===== config.mk =====
export PLATFORM = sky130hd
export DESIGN_NAME = iack_arbiter
export DESIGN_NICKNAME = d
export VERILOG_FILES = /design/src/rtl/iack_arb_pkg.sv /design/src/rtl/iack_prio_regs.sv /design/src/rtl/iack_contend.sv /design/src/rtl/iack_seq.sv /design/src/rtl/iack_arbiter.sv
export SDC_FILE = /design/constraint.sdc
export NUM_CORES = 1
export LEC_CHECK = 0
export ABC_CLOCK_PERIOD_IN_PS = 7460
export BUFFER_PORTS_ARGS = -buffer_cell sky130_fd_sc_hd__buf_2
export CAP_MARGIN = 20
export CORE_MARGIN = 4
export CORE_UTILIZATION = 45
export CTS_BUF_LIST = sky130_fd_sc_hd__clkbuf_8
export DETAILED_ROUTE_END_ITERATION = 8
export GPL_TIMING_DRIVEN = 1
export PLACE_DENSITY = 0.71
export SYNTH_ARGS = -nofsm -noshare
export SYNTH_HDL_FRONTEND = slang
export SYNTH_HIERARCHICAL = 1
export SYNTH_SLANG_ARGS = --single-unit

===== constraint.sdc =====
create_clock -name clk -period 7.46 [get_ports clk]
set_input_delay 2.238 -clock clk [delete_from_list [all_inputs] [get_ports clk]]
set_output_delay 2.238 -clock clk [all_outputs]
set_load 0.01 [all_outputs]

===== src/rtl/iack_arb_pkg.sv =====
package iack_arb_pkg;
  localparam int LVL_W = 3;
  localparam int PRI_W = 4;
  localparam int VEC_W = 8;
  localparam logic [VEC_W-1:0] SPUR_VEC = 8'h18;

  typedef enum logic [1:0] {WIN_NONE, WIN_INT, WIN_EXT} win_kind_e;
  typedef enum logic {SQ_IDLE, SQ_EXT} seq_state_e;

  function automatic logic [VEC_W-1:0] autovec_num(input logic [LVL_W-1:0] lvl);
    return SPUR_VEC + {{(VEC_W-LVL_W){1'b0}}, lvl};
  endfunction

  function automatic logic lvl_hit(input logic [LVL_W-1:0] req, input logic [LVL_W-1:0] ack);
    return (req != '0) && (req == ack);
  endfunction
endpackage


===== src/rtl/iack_prio_regs.sv =====
module iack_prio_regs
  import iack_arb_pkg::*;
#(
  parameter int N_SRC = 5,
  localparam int IDX_W = (N_SRC > 1) ? $clog2(N_SRC) : 1
) (
  input  logic                         clk,
  input  logic                         rst_n,
  input  logic                         cfg_we,
  input  logic [IDX_W-1:0]             cfg_idx,
  input  logic [PRI_W-1:0]             cfg_pri,
  output logic [N_SRC-1:0][PRI_W-1:0]  pri_q
);
  for (genvar g = 0; g < N_SRC; g++) begin : g_reg
    localparam logic [PRI_W-1:0] RST_VAL = (g == N_SRC-1) ? '1 : '0;
    always_ff @(posedge clk or negedge rst_n) begin
      if (!rst_n)                                 pri_q[g] <= RST_VAL;
      else if (cfg_we && cfg_idx == IDX_W'(g))    pri_q[g] <= cfg_pri;
    end
  end
endmodule


===== src/rtl/iack_contend.sv =====
module iack_contend
  import iack_arb_pkg::*;
#(
  parameter int N_SRC = 5,
  localparam int IDX_W = (N_SRC > 1) ? $clog2(N_SRC) : 1
) (
  input  logic [N_SRC-1:0]             hit,
  input  logic [N_SRC-1:0][PRI_W-1:0]  pri,
  output logic                         win_valid,
  output logic [IDX_W-1:0]             win_idx,
  output logic                         collide
);
  logic [PRI_W-1:0] best_pri;

  always_comb begin
    best_pri  = '0;
    win_idx   = '0;
    win_valid = 1'b0;
    for (int i = 0; i < N_SRC; i++) begin
      if (hit[i] && pri[i] > best_pri) begin
        best_pri  = pri[i];
        win_idx   = IDX_W'(i);
        win_valid = 1'b1;
      end
    end
  end

  always_comb begin
    collide = 1'b0;
    for (int i = 0; i < N_SRC; i++)
      for (int j = i + 1; j < N_SRC; j++)
        if (hit[i] && hit[j] && pri[i] != '0 && pri[i] == pri[j])
          collide = 1'b1;
  end
endmodule


===== src/rtl/iack_seq.sv =====
module iack_seq
  import iack_arb_pkg::*;
#(
  parameter int BMON_CYCLES = 16,
  localparam int CNT_W = $clog2(BMON_CYCLES + 1)
) (
  input  logic             clk,
  input  logic             rst_n,
  input  logic             accept,
  input  win_kind_e        kind,
  input  logic [LVL_W-1:0] ack_lvl,
  input  logic [VEC_W-1:0] int_vec,
  input  logic             rsp_dsack,
  input  logic             rsp_avec,
  input  logic [VEC_W-1:0] ext_vec,
  input  logic             bmon_en,
  output logic             busy,
  output logic             ext_fwd,
  output logic             done,
  output logic [VEC_W-1:0] done_vec,
  output logic             done_int,
  output logic             done_avec,
  output logic             done_berr
);
  localparam logic [CNT_W-1:0] CNT_LAST = CNT_W'(BMON_CYCLES - 1);

  seq_state_e       st_q;
  logic [CNT_W-1:0] cnt_q;
  logic [LVL_W-1:0] lvl_q;
  logic             bmon_expire;

  assign busy        = (st_q != SQ_IDLE);
  assign ext_fwd     = (st_q == SQ_EXT);
  assign bmon_expire = ext_fwd && bmon_en && (cnt_q == CNT_LAST) && !rsp_dsack && !rsp_avec;

  always_ff @(posedge clk or negedge rst_n) begin
    if (!rst_n) begin
      st_q      <= SQ_IDLE;
      cnt_q     <= '0;
      lvl_q     <= '0;
      done      <= 1'b0;
      done_vec  <= '0;
      done_int  <= 1'b0;
      done_avec <= 1'b0;
      done_berr <= 1'b0;
    end else begin
      done      <= 1'b0;
      done_int  <= 1'b0;
      done_avec <= 1'b0;
      done_berr <= 1'b0;
      case (st_q)
        SQ_IDLE: if (accept) begin
          case (kind)
            WIN_INT: begin
              done     <= 1'b1;
              done_int <= 1'b1;
              done_vec <= int_vec;
            end
            WIN_EXT: begin
              st_q  <= SQ_EXT;
              cnt_q <= '0;
              lvl_q <= ack_lvl;
            end
            default: begin
              done      <= 1'b1;
              done_berr <= 1'b1;
              done_vec  <= SPUR_VEC;
            end
          endcase
        end
        SQ_EXT: begin
          if (rsp_dsack) begin
            done     <= 1'b1;
            done_vec <= ext_vec;
            st_q     <= SQ_IDLE;
          end else if (rsp_avec) begin
            done      <= 1'b1;
            done_avec <= 1'b1;
            done_vec  <= autovec_num(lvl_q);
            st_q      <= SQ_IDLE;
          end else if (bmon_expire) begin
            done      <= 1'b1;
            done_berr <= 1'b1;
            done_vec  <= SPUR_VEC;
            st_q      <= SQ_IDLE;
          end else if (cnt_q != CNT_LAST) begin
            cnt_q <= cnt_q + 1'b1;
          end
        end
        default: st_q <= SQ_IDLE;
      endcase
    end
  end

  AST_DONE_PULSE: assert property (@(posedge clk) disable iff (!rst_n)
    done |=> !done);
  AST_TERM_EXCL: assert property (@(posedge clk) disable iff (!rst_n)
    done |-> $onehot0({done_int, done_avec, done_berr}));
  AST_BMON_TIMEOUT: assert property (@(posedge clk) disable iff (!rst_n)
    bmon_expire |=> (done && done_berr && !ext_fwd));
  AST_FWD_HOLD: assert property (@(posedge clk) disable iff (!rst_n)
    (ext_fwd && !rsp_dsack && !rsp_avec && !bmon_expire) |=> (ext_fwd && !done));
endmodule


===== src/rtl/iack_arbiter.sv =====
module iack_arbiter
  import iack_arb_pkg::*;
#(
  parameter int N_MOD       = 4,
  parameter int BMON_CYCLES = 16,
  localparam int N_SRC = N_MOD + 1,
  localparam int IDX_W = $clog2(N_SRC)
) (
  input  logic               clk,
  input  logic               rst_n,
  input  logic               cfg_we,
  input  logic [IDX_W-1:0]   cfg_idx,
  input  logic [3:0]         cfg_pri,
  input  logic [3*N_MOD-1:0] mod_level,
  input  logic [8*N_MOD-1:0] mod_vec,
  input  logic               tmr_req,
  input  logic [2:0]         tmr_level,
  input  logic [7:0]         tmr_vec,
  input  logic [2:0]         pin_level,
  input  logic               iack_start,
  input  logic [2:0]         iack_level,
  input  logic               ext_dsack,
  input  logic               ext_avec,
  input  logic [7:0]         ext_vec,
  input  logic               cs_dsack,
  input  logic               cs_avec,
  input  logic               bmon_en,
  output logic               ext_fwd,
  output logic               done,
  output logic [7:0]         done_vec,
  output logic               done_int,
  output logic               done_avec,
  output logic               done_berr,
  output logic               coll_err
);
  logic [N_SRC-1:0][PRI_W-1:0] pri_q;
  logic [N_SRC-1:0]            hit;
  logic                        tmr_hit, pin_hit;
  logic                        win_valid, collide, busy, accept, win_sys;
  logic [IDX_W-1:0]            win_idx;
  win_kind_e                   kind;
  logic [VEC_W-1:0]            int_vec;

  iack_prio_regs #(.N_SRC(N_SRC)) u_regs (
    .clk(clk), .rst_n(rst_n), .cfg_we(cfg_we), .cfg_idx(cfg_idx),
    .cfg_pri(cfg_pri), .pri_q(pri_q)
  );

  for (genvar g = 0; g < N_MOD; g++) begin : g_hit
    assign hit[g] = lvl_hit(mod_level[3*g +: 3], iack_level);
  end
  assign tmr_hit    = tmr_req && lvl_hit(tmr_level, iack_level);
  assign pin_hit    = lvl_hit(pin_level, iack_level);
  assign hit[N_MOD] = tmr_hit || pin_hit;

  iack_contend #(.N_SRC(N_SRC)) u_contend (
    .hit(hit), .pri(pri_q), .win_valid(win_valid), .win_idx(win_idx), .collide(collide)
  );

  assign win_sys = win_valid && (win_idx == IDX_W'(N_MOD));
  assign accept  = iack_start && !busy;

  always_comb begin
    kind    = WIN_NONE;
    int_vec = tmr_vec;
    if (win_sys) begin
      kind = tmr_hit ? WIN_INT : WIN_EXT;
    end else if (win_valid) begin
      kind = WIN_INT;
      for (int i = 0; i < N_MOD; i++)
        if (win_idx == IDX_W'(i)) int_vec = mod_vec[8*i +: 8];
    end
  end

  iack_seq #(.BMON_CYCLES(BMON_CYCLES)) u_seq (
    .clk(clk), .rst_n(rst_n), .accept(accept), .kind(kind), .ack_lvl(iack_level),
    .int_vec(int_vec), .rsp_dsack(ext_dsack || cs_dsack), .rsp_avec(ext_avec || cs_avec),
    .ext_vec(ext_vec), .bmon_en(bmon_en), .busy(busy), .ext_fwd(ext_fwd), .done(done),
    .done_vec(done_vec), .done_int(done_int), .done_avec(done_avec), .done_berr(done_berr)
  );

  always_ff @(posedge clk or negedge rst_n) begin
    if (!rst_n)                  coll_err <= 1'b0;
    else if (accept && collide)  coll_err <= 1'b1;
  end

  AST_FWD_SYS_WIN: assert property (@(posedge clk) disable iff (!rst_n)
    $rose(ext_fwd) |-> $past(accept && win_sys && !tmr_hit));
  AST_COLL_STICKY: assert property (@(posedge clk) disable iff (!rst_n)
    coll_err |=> coll_err);
  AST_NO_WIN_BERR: assert property (@(posedge clk) disable iff (!rst_n)
    (accept && !win_valid) |=> (done && done_berr));
  AST_INT_NO_FWD: assert property (@(posedge clk) disable iff (!rst_n)
    (accept && win_valid && !win_sys) |=> (done && done_int && !ext_fwd));
endmodule


# Word level (Yosys, flattened, before mapping)
# Index checks and enable logic that the tools add are counted.
[word_totals]
in_bits = 86
ff_bits = 42
[op_classes]
add_sub_neg = 2
reduce_logical = 76
mux = 68
bitwise = 1
n_eq_ne = 36
n_lt_le_gt_ge = 5
[op_table]
columns = ["op", "n"]
rows = [
  ["8-bit 2-to-1 mux", 10],
  ["1-bit logical AND", 54],
  ["4-bit == test", 10],
  ["1-bit 2-to-1 mux", 37],
  ["8-bit case mux with 2 select lines", 2],
  ["5-bit 2-to-1 mux", 6],
  ["3-bit == test", 6],
  ["3-bit nonzero test", 6],
  ["4-bit greater-than comparator", 4],
  ["4-bit 2-to-1 mux", 4],
  ["4-bit nonzero test", 4],
  ["2-bit inequality test (second input constant)", 7],
  ["3-bit by 2-bit == test with 1-bit output (second input constant)", 4],
  ["5-bit case mux with 2 select lines", 1],
  ["2-bit 2-to-1 mux", 4],
  ["5-bit by 3-bit adder with 6-bit output (first input constant)", 1],
  ["3-bit by 1-bit == test with 1-bit output (second input constant)", 2],
  ["3-bit == test (second input constant)", 2],
  ["3-bit logical NOT", 2],
  ["1-bit case mux with 2 select lines", 3],
  ["3-bit AND reduction", 2],
  ["6-bit AND reduction", 1],
  ["5-bit by 1-bit adder with 5-bit output (second input constant)", 1],
  ["5-bit by 4-bit == test with 1-bit output (second input constant)", 1],
  ["10 further kinds", 14],
]

# Longest topological paths before layout
[logic_depth]
word_depth = 26
mapped_depth = 42
depth_no_buf = 39

# Cells and area by module
# The synthesis kept the hierarchy.
[by_module_without_submodules]
columns = ["module", "area_each_um2", "cells_each", "instances", "seq_area_each_um2"]
rows = [
  ["iack_contend", 1242.4, 176, 1, 0.0],
  ["iack_seq", 1073.5, 92, 1, 525.5],
  ["iack_prio_regs", 812.0, 45, 1, 505.5],
  ["iack_arbiter", 623.1, 63, 1, 25.0],
]

# Worst setup path after synthesis
# Ideal clock, no wire load.
[synth_path]
path_kind = "input to register"
start = "in iack_level[1]"
end = "reg u_seq.done_vec[0]"
path_slack_ns = -1.975
path_stages = 40
t_required_ns = 7.335
t_arrival_ns = 9.310
path_buffers = 2
path_cell_list = "buf_2 nor2_1 nor3_1 a21oi_1 nor3_1 nand2_1 ha_1 nand4_1 nand2_1 a21oi_1 mux2_2 ha_1 and3_1 o211ai_1 o211ai_2 o21ai_0 o31ai_1 ha_1 (+4 left out) inv_1 o31a_1 a22oi_1 ha_1 nor2b_1 o21ai_0 nand2b_1 a21oi_1 nor2_1 nor2_1 clkbuf_1 nor3b_1 a21boi_0 inv_1 ha_1 nor2b_1 a2bb2oi_2 mux2_2"
[synth_via]
word_cells_on_any_way = 58
classes_between = "order compare: 4; eq/ne: 13; mux: 25; reduce/logical: 16"
[synth_lines]
columns = ["item", "line", "source"]
rows = [
  ["start: declaration", "iack_arbiter.sv:21", "input logic [2:0] iack_level,"],
  ["3-bit == test *", "iack_arb_pkg.sv:15", "return (req != '0) && (req == ack);"],
  ["1-bit logical AND *", "iack_arb_pkg.sv:15", ""],
  ["via hit[0]", "iack_arbiter.sv:37", "logic [N_SRC-1:0] hit;"],
  ["1-bit logical AND *", "iack_contend.sv:20", "if (hit[i] && pri[i] > best_pri) begin"],
  ["4-bit 2-to-1 mux *", "iack_contend.sv:20", ""],
  ["4-bit greater-than comparator", "iack_contend.sv:20", ""],
  ["1-bit logical AND", "iack_contend.sv:20", ""],
  ["4-bit 2-to-1 mux *", "iack_contend.sv:20", ""],
  ["(+9 left out)", "n/a", ""],
  ["via win_idx[2]", "iack_arbiter.sv:40", "logic [IDX_W-1:0] win_idx;"],
  ["3-bit == test *", "iack_arbiter.sv:60", "assign win_sys = win_valid && (win_idx == IDX_W'(N_MOD));"],
  ["1-bit logical AND *", "iack_arbiter.sv:60", ""],
  ["2-bit 2-to-1 mux *", "iack_arbiter.sv:66", "if (win_sys) begin"],
  ["via kind[0]", "iack_arbiter.sv:41", "win_kind_e kind;"],
  ["2-bit == test / 2-bit by 1-bit == test with 1-bit output (equally long branches)", "iack_seq.sv:53", "case (kind)"],
  ["8-bit case mux with 2 select lines", "iack_seq.sv:53", ""],
  ["8-bit 2-to-1 mux", "iack_seq.sv:52", "SQ_IDLE: if (accept) begin"],
  ["8-bit case mux with 2 select lines", "iack_seq.sv:51", "case (st_q)"],
  ["end signal: assignment", "iack_seq.sv:57", "done_vec <= int_vec;"],
  ["end signal: assignment", "iack_seq.sv:74", "done_vec <= ext_vec;"],
  ["end signal: assignment", "iack_seq.sv:79", "done_vec <= autovec_num(lvl_q);"],
  ["end: declaration", "iack_seq.sv:20", "output logic [VEC_W-1:0] done_vec,"],
]
# The timed path passes the listed nets; every way through them passes the cells marked *. The select of a mux whose other input is x is not followed.
# A chain may end at the register's enable or synchronous reset.

# Final worst setup path
[layout_path]
start = "in iack_level[1]"
end = "reg u_seq.done_vec[1]"
[layout_via]
elab_chain_cells = 26
word_cells_on_any_way = 58
classes_between = "order compare: 4; eq/ne: 13; mux: 25; reduce/logical: 16"
[layout_lines]
columns = ["item", "line", "source"]
rows = [
  ["3-bit == test *", "iack_arb_pkg.sv:15", ""],
  ["1-bit logical AND *", "iack_arb_pkg.sv:15", ""],
  ["via hit[0]", "iack_arbiter.sv:37", ""],
  ["1-bit logical AND *", "iack_contend.sv:20", ""],
  ["4-bit 2-to-1 mux *", "iack_contend.sv:20", ""],
  ["4-bit greater-than comparator", "iack_contend.sv:20", ""],
  ["1-bit logical AND", "iack_contend.sv:20", ""],
  ["4-bit 2-to-1 mux *", "iack_contend.sv:20", ""],
  ["(+9 left out)", "n/a", ""],
  ["via win_idx[2]", "iack_arbiter.sv:40", ""],
  ["3-bit logical NOT", "iack_arbiter.sv:71", "if (win_idx == IDX_W'(i)) int_vec = mod_vec[8*i +: 8];"],
  ["8-bit 2-to-1 mux (4 in series)", "iack_arbiter.sv:71", ""],
  ["8-bit 2-to-1 mux", "iack_arbiter.sv:68", "end else if (win_valid) begin"],
  ["8-bit 2-to-1 mux *", "iack_arbiter.sv:66", ""],
  ["via int_vec[1]", "iack_arbiter.sv:42", "logic [VEC_W-1:0] int_vec;"],
  ["8-bit case mux with 2 select lines *", "iack_seq.sv:53", ""],
  ["8-bit 2-to-1 mux *", "iack_seq.sv:52", ""],
  ["8-bit case mux with 2 select lines *", "iack_seq.sv:51", ""],
]
# Marks and branches as above.

==> impl_metrics.env <==
export IMPL_run_status="finished with violations"
export IMPL_failing_checks="negative setup slack"
export IMPL_n_antenna_cell=0
export IMPL_area_growth_synth_to_final_pct=42.8
export IMPL_p_leak_nw=2.53
export IMPL_route_detailed_drc=0
export IMPL_placementRows=33
export IMPL_tritoncts="done"
export IMPL_criticalPathCategory="primary input to flip-flop"
export IMPL_critPathCaptureType="flip-flop"
export IMPL_worst_endpoint_required_ns=7.65
export IMPL_ys_seq_elements=42
export IMPL_clock_sinks=42
export IMPL_post_route_cells_drive_above_1_share=0.557
export IMPL_finalWirelength_um=11700
export IMPL_route_antenna_remaining_nets=0
export IMPL_max_cap_violations=0
export IMPL_cp_slowest_cell="sky130_fd_sc_hd__mux4_2"
export IMPL_grt_first_pass_wirelength_um=18500
export IMPL_setup_reg_to_reg_worst_slack_ns=0.79
export IMPL_max_fanout_on_critical_path=6
export IMPL_grt_remaining_overflow=0
export IMPL_syn_area_um2=3750
export IMPL_number_of_setup_violations_in_the_final_report=20
export IMPL_core_um2=8180
export IMPL_power_per_cell_area_nw_per_um2=210
export IMPL_chipHeight_um=99.3
export IMPL_cts_buffers_inserted=5
export IMPL_max_clock_freq_mhz=114
export IMPL_place_detailed_instances=602
export IMPL_cp_data_arrival_time_ns=8.93
export IMPL_yosysSeqAreaShare=0.282
export IMPL_routed_via_density=5.81
export IMPL_place_detailed_hpwl_um=8240
export IMPL_clk_pin_slew_ns=0.08
export IMPL_grt_antenna_before_repair=0
export IMPL_vdd_drop_max_uv=131
export IMPL_timing_critical_path_slowest_cell_delay_ns=0.49
export IMPL_number_of_cells_in_the_finished_layout_apart_from_fillers=631
export IMPL_floorplan_die_width_um=99.3
export IMPL_post_route_period_util=1.17
export IMPL_synth_cells=376
export IMPL_rsz_0062_raised_after_global_routing="yes"
export IMPL_floorplan_die_area_um2=9860
export IMPL_finalNetCount=630
export IMPL_worst_setup_path_start_kind="primary input"
export IMPL_post_route_min_period_ns=8.74
export IMPL_place_congestion=0.923
export IMPL_detail_route_wl_per_cell_um=18.5
export IMPL_clk_root_buffer_cell="sky130_fd_sc_hd__clkbuf_8"
export IMPL_post_synth_num_cell_types=65
export IMPL_async_reset_ff_frac=1.00
export IMPL_synth_edf_count=0
export IMPL_clock_skew_after_layout_ns=0.00617
export IMPL_maxSlewHeadroom=0.320
export IMPL_ys_warnings_count=6
export IMPL_clock_insertion_delay_worst_skew_ns=0.30
export IMPL_portBuffers=99
export IMPL_htree_levels=2
export IMPL_via_total_after_detailed_routing=3668
export IMPL_timing_final_hold_violations=0
export IMPL_timing_hold_ws_ns=0.502
export IMPL_floorplan_initialDensity=0.459
export IMPL_pin_count_of_the_biggest_net_entering_global_routing=43
export IMPL_layout_core_utilization=0.655
export IMPL_globalRouteTotalUtil=0.229
export IMPL_worst_slew_pin_transition_ns=1.01
export IMPL_synth_avg_cell_area_um2=9.98
export IMPL_worst_path_most_repeated_cell="sky130_fd_sc_hd__a21oi_2"
export IMPL_synth_fp_nets=481
export IMPL_max_slew_violation_total_from_the_final_report=0
export IMPL_hold_path_class="flip-flop to flip-flop"
export IMPL_io_pin_count=100
export IMPL_detailedRoute_firstIterationViolations=245
export IMPL_number_of_hold_buffers_added_after_cts=0
export IMPL_ctsLongestPathBuffers=2
export IMPL_first_global_vias=3846
export IMPL_layout_setup_ws_ns=-1.28
export IMPL_yosys_most_used_dff="sky130_fd_sc_hd__dfrtp_1"
export IMPL_first_pass_iters=8
[where the power goes]
group / switching [mW] / leakage (nW) / internal (mW) / total [mW]
Combinational: 0.243 / 1.96 / 0.317 / 0.560
Sequential: 0.103 / 0.519 / 0.280 / 0.383
Clock: 0.0819 / 0.0556 / 0.0986 / 0.180
Total: 0.427 / 2.53 / 0.696 / 1.12
[final timing paths]
check,depth (start not counted),end,from
hold / removal,1,coll_err,coll_err
setup / recovery,39,u_seq/done_vec[1],iack_level[1]
max in group asynchronous,1,u_seq/done_vec[2],rst_n
min in group asynchronous,1,u_regs/pri_q[9],rst_n
hold reg to reg,1,coll_err,coll_err
setup reg to reg,33,u_seq/done_vec[1],u_regs/pri_q[1]
[synth_stat cells, types with 6 or more instances]
master                     count  area share
sky130_fd_sc_hd__xor2_1       37       0.086
sky130_fd_sc_hd__nand3_1       6      0.0080
sky130_fd_sc_hd__inv_1        14       0.014
sky130_fd_sc_hd__nor3_1       21       0.028
sky130_fd_sc_hd__xnor2_1      11       0.026
sky130_fd_sc_hd__o21ai_0      10       0.013
sky130_fd_sc_hd__nand2_1      20       0.020
sky130_fd_sc_hd__dfrtp_1      38        0.25
sky130_fd_sc_hd__clkbuf_1     17       0.017
sky130_fd_sc_hd__mux2_2       32       0.096
sky130_fd_sc_hd__nor2_1       10       0.010
sky130_fd_sc_hd__mux2_4        8       0.032
sky130_fd_sc_hd__ha_1         19       0.063
sky130_fd_sc_hd__mux4_2        8       0.048
sky130_fd_sc_hd__a21oi_1      19       0.025
sky130_fd_sc_hd__nand4_1       6       0.010
[through the flow]
step                setup slack, ns  instance area (um^2)  power [mW]  TNS [ns]
finish                        -1.28                  5360        1.12    -21.40
global route                  -1.58                  5360        1.19    -27.10
CTS                           -1.11                  5180        1.08    -17.95
detailed placement            -1.59                  4790       0.862    -26.79
global placement              -1.41                  4790       0.845    -23.64
floorplan                     -1.24                  3950       0.695    -18.51
[flip-flops by register name, summed over array words and instances, names as in the netlist, 3 cells and up]
| signal | flops |
|---|---|
| u_regs/pri_q | 20 |
| u_seq/cnt_q | 5 |
| u_seq/done_vec | 8 |
| u_seq/lvl_q | 3 |
[cell families after synthesis]
kind of cell | count (synthesis) | synth area share
AO/OA/AOI/OAI | 76 | 0.153
XOR/XNOR | 48 | 0.112
adder cells (fa/ha/maj) | 19 | 0.0634
buffers and inverters | 40 | 0.0474
flip-flops | 42 | 0.282
multiplexers | 49 | 0.179
AND/OR/NAND/NOR | 102 | 0.163
[layout make-up]
class / count / area, um^2
clock buffer: 5 / 68.8
clock inverter: 3 / 41.3
fill: 641 / 2820
inverter: 14 / 52.6
multi-input combinational: 294 / 2890
sequential: 42 / 1060
tap: 105 / 131
timing repair buffer: 168 / 1120
[layer usage]
| metal | global-route usage | wire length, um | vias to the layer above |
|---|---|---|---|
| met5 | 0 | 0 | - |
| met4 | 0.0840 | 279 | 0 |
| met3 | 0.0358 | 754 | 31 |
| met2 | 0.394 | 5870 | 176 |
| met1 | 0.290 | 4790 | 1779 |
| li1 | - | - | 1682 |
[placed cells by master (no fill, tap or decap), types with 4 or more instances in the layout]
cell,synthesis,routed
sky130_fd_sc_hd__mux4_2,8,8
sky130_fd_sc_hd__a31oi_1,5,5
sky130_fd_sc_hd__mux2_2,32,23
sky130_fd_sc_hd__nand3_1,6,6
sky130_fd_sc_hd__mux2_4,8,17
sky130_fd_sc_hd__clkbuf_8,0,5
sky130_fd_sc_hd__inv_1,14,12
sky130_fd_sc_hd__xor2_1,37,35
sky130_fd_sc_hd__a21oi_4,0,4
sky130_fd_sc_hd__and3b_1,5,5
sky130_fd_sc_hd__o21ai_0,10,4
sky130_fd_sc_hd__nand4_1,6,6
sky130_fd_sc_hd__a21oi_2,0,5
sky130_fd_sc_hd__dfrtp_1,38,38
sky130_fd_sc_hd__nor3_1,21,19
sky130_fd_sc_hd__nor2_1,10,6
sky130_fd_sc_hd__ha_4,0,8
sky130_fd_sc_hd__xnor2_1,11,11
sky130_fd_sc_hd__dfstp_2,4,4
sky130_fd_sc_hd__nand2_1,20,16
sky130_fd_sc_hd__a21oi_1,19,10
sky130_fd_sc_hd__buf_6,2,13
sky130_fd_sc_hd__buf_4,2,59
sky130_fd_sc_hd__ha_1,19,10
sky130_fd_sc_hd__buf_2,3,93
sky130_fd_sc_hd__nor2b_4,0,4
[worst max-delay path: cells and delay by family]
family	cells	cell delay (ns)
buffers and inverters	4	0.50
adder cells (fa/ha/maj)	4	1.10
AND/OR/NAND/NOR	11	1.38
AO/OA/AOI/OAI	16	2.34
multiplexers	4	1.35
[repair_timing]
item,4_1_cts,5_1_grt
gates cloned,1,0
resized for setup,34,28
pin swaps,24,29
endpoints found under the setup margin,20,20
buffers inserted,13,8
Note: power is estimated with default switching activity, not from simulation.
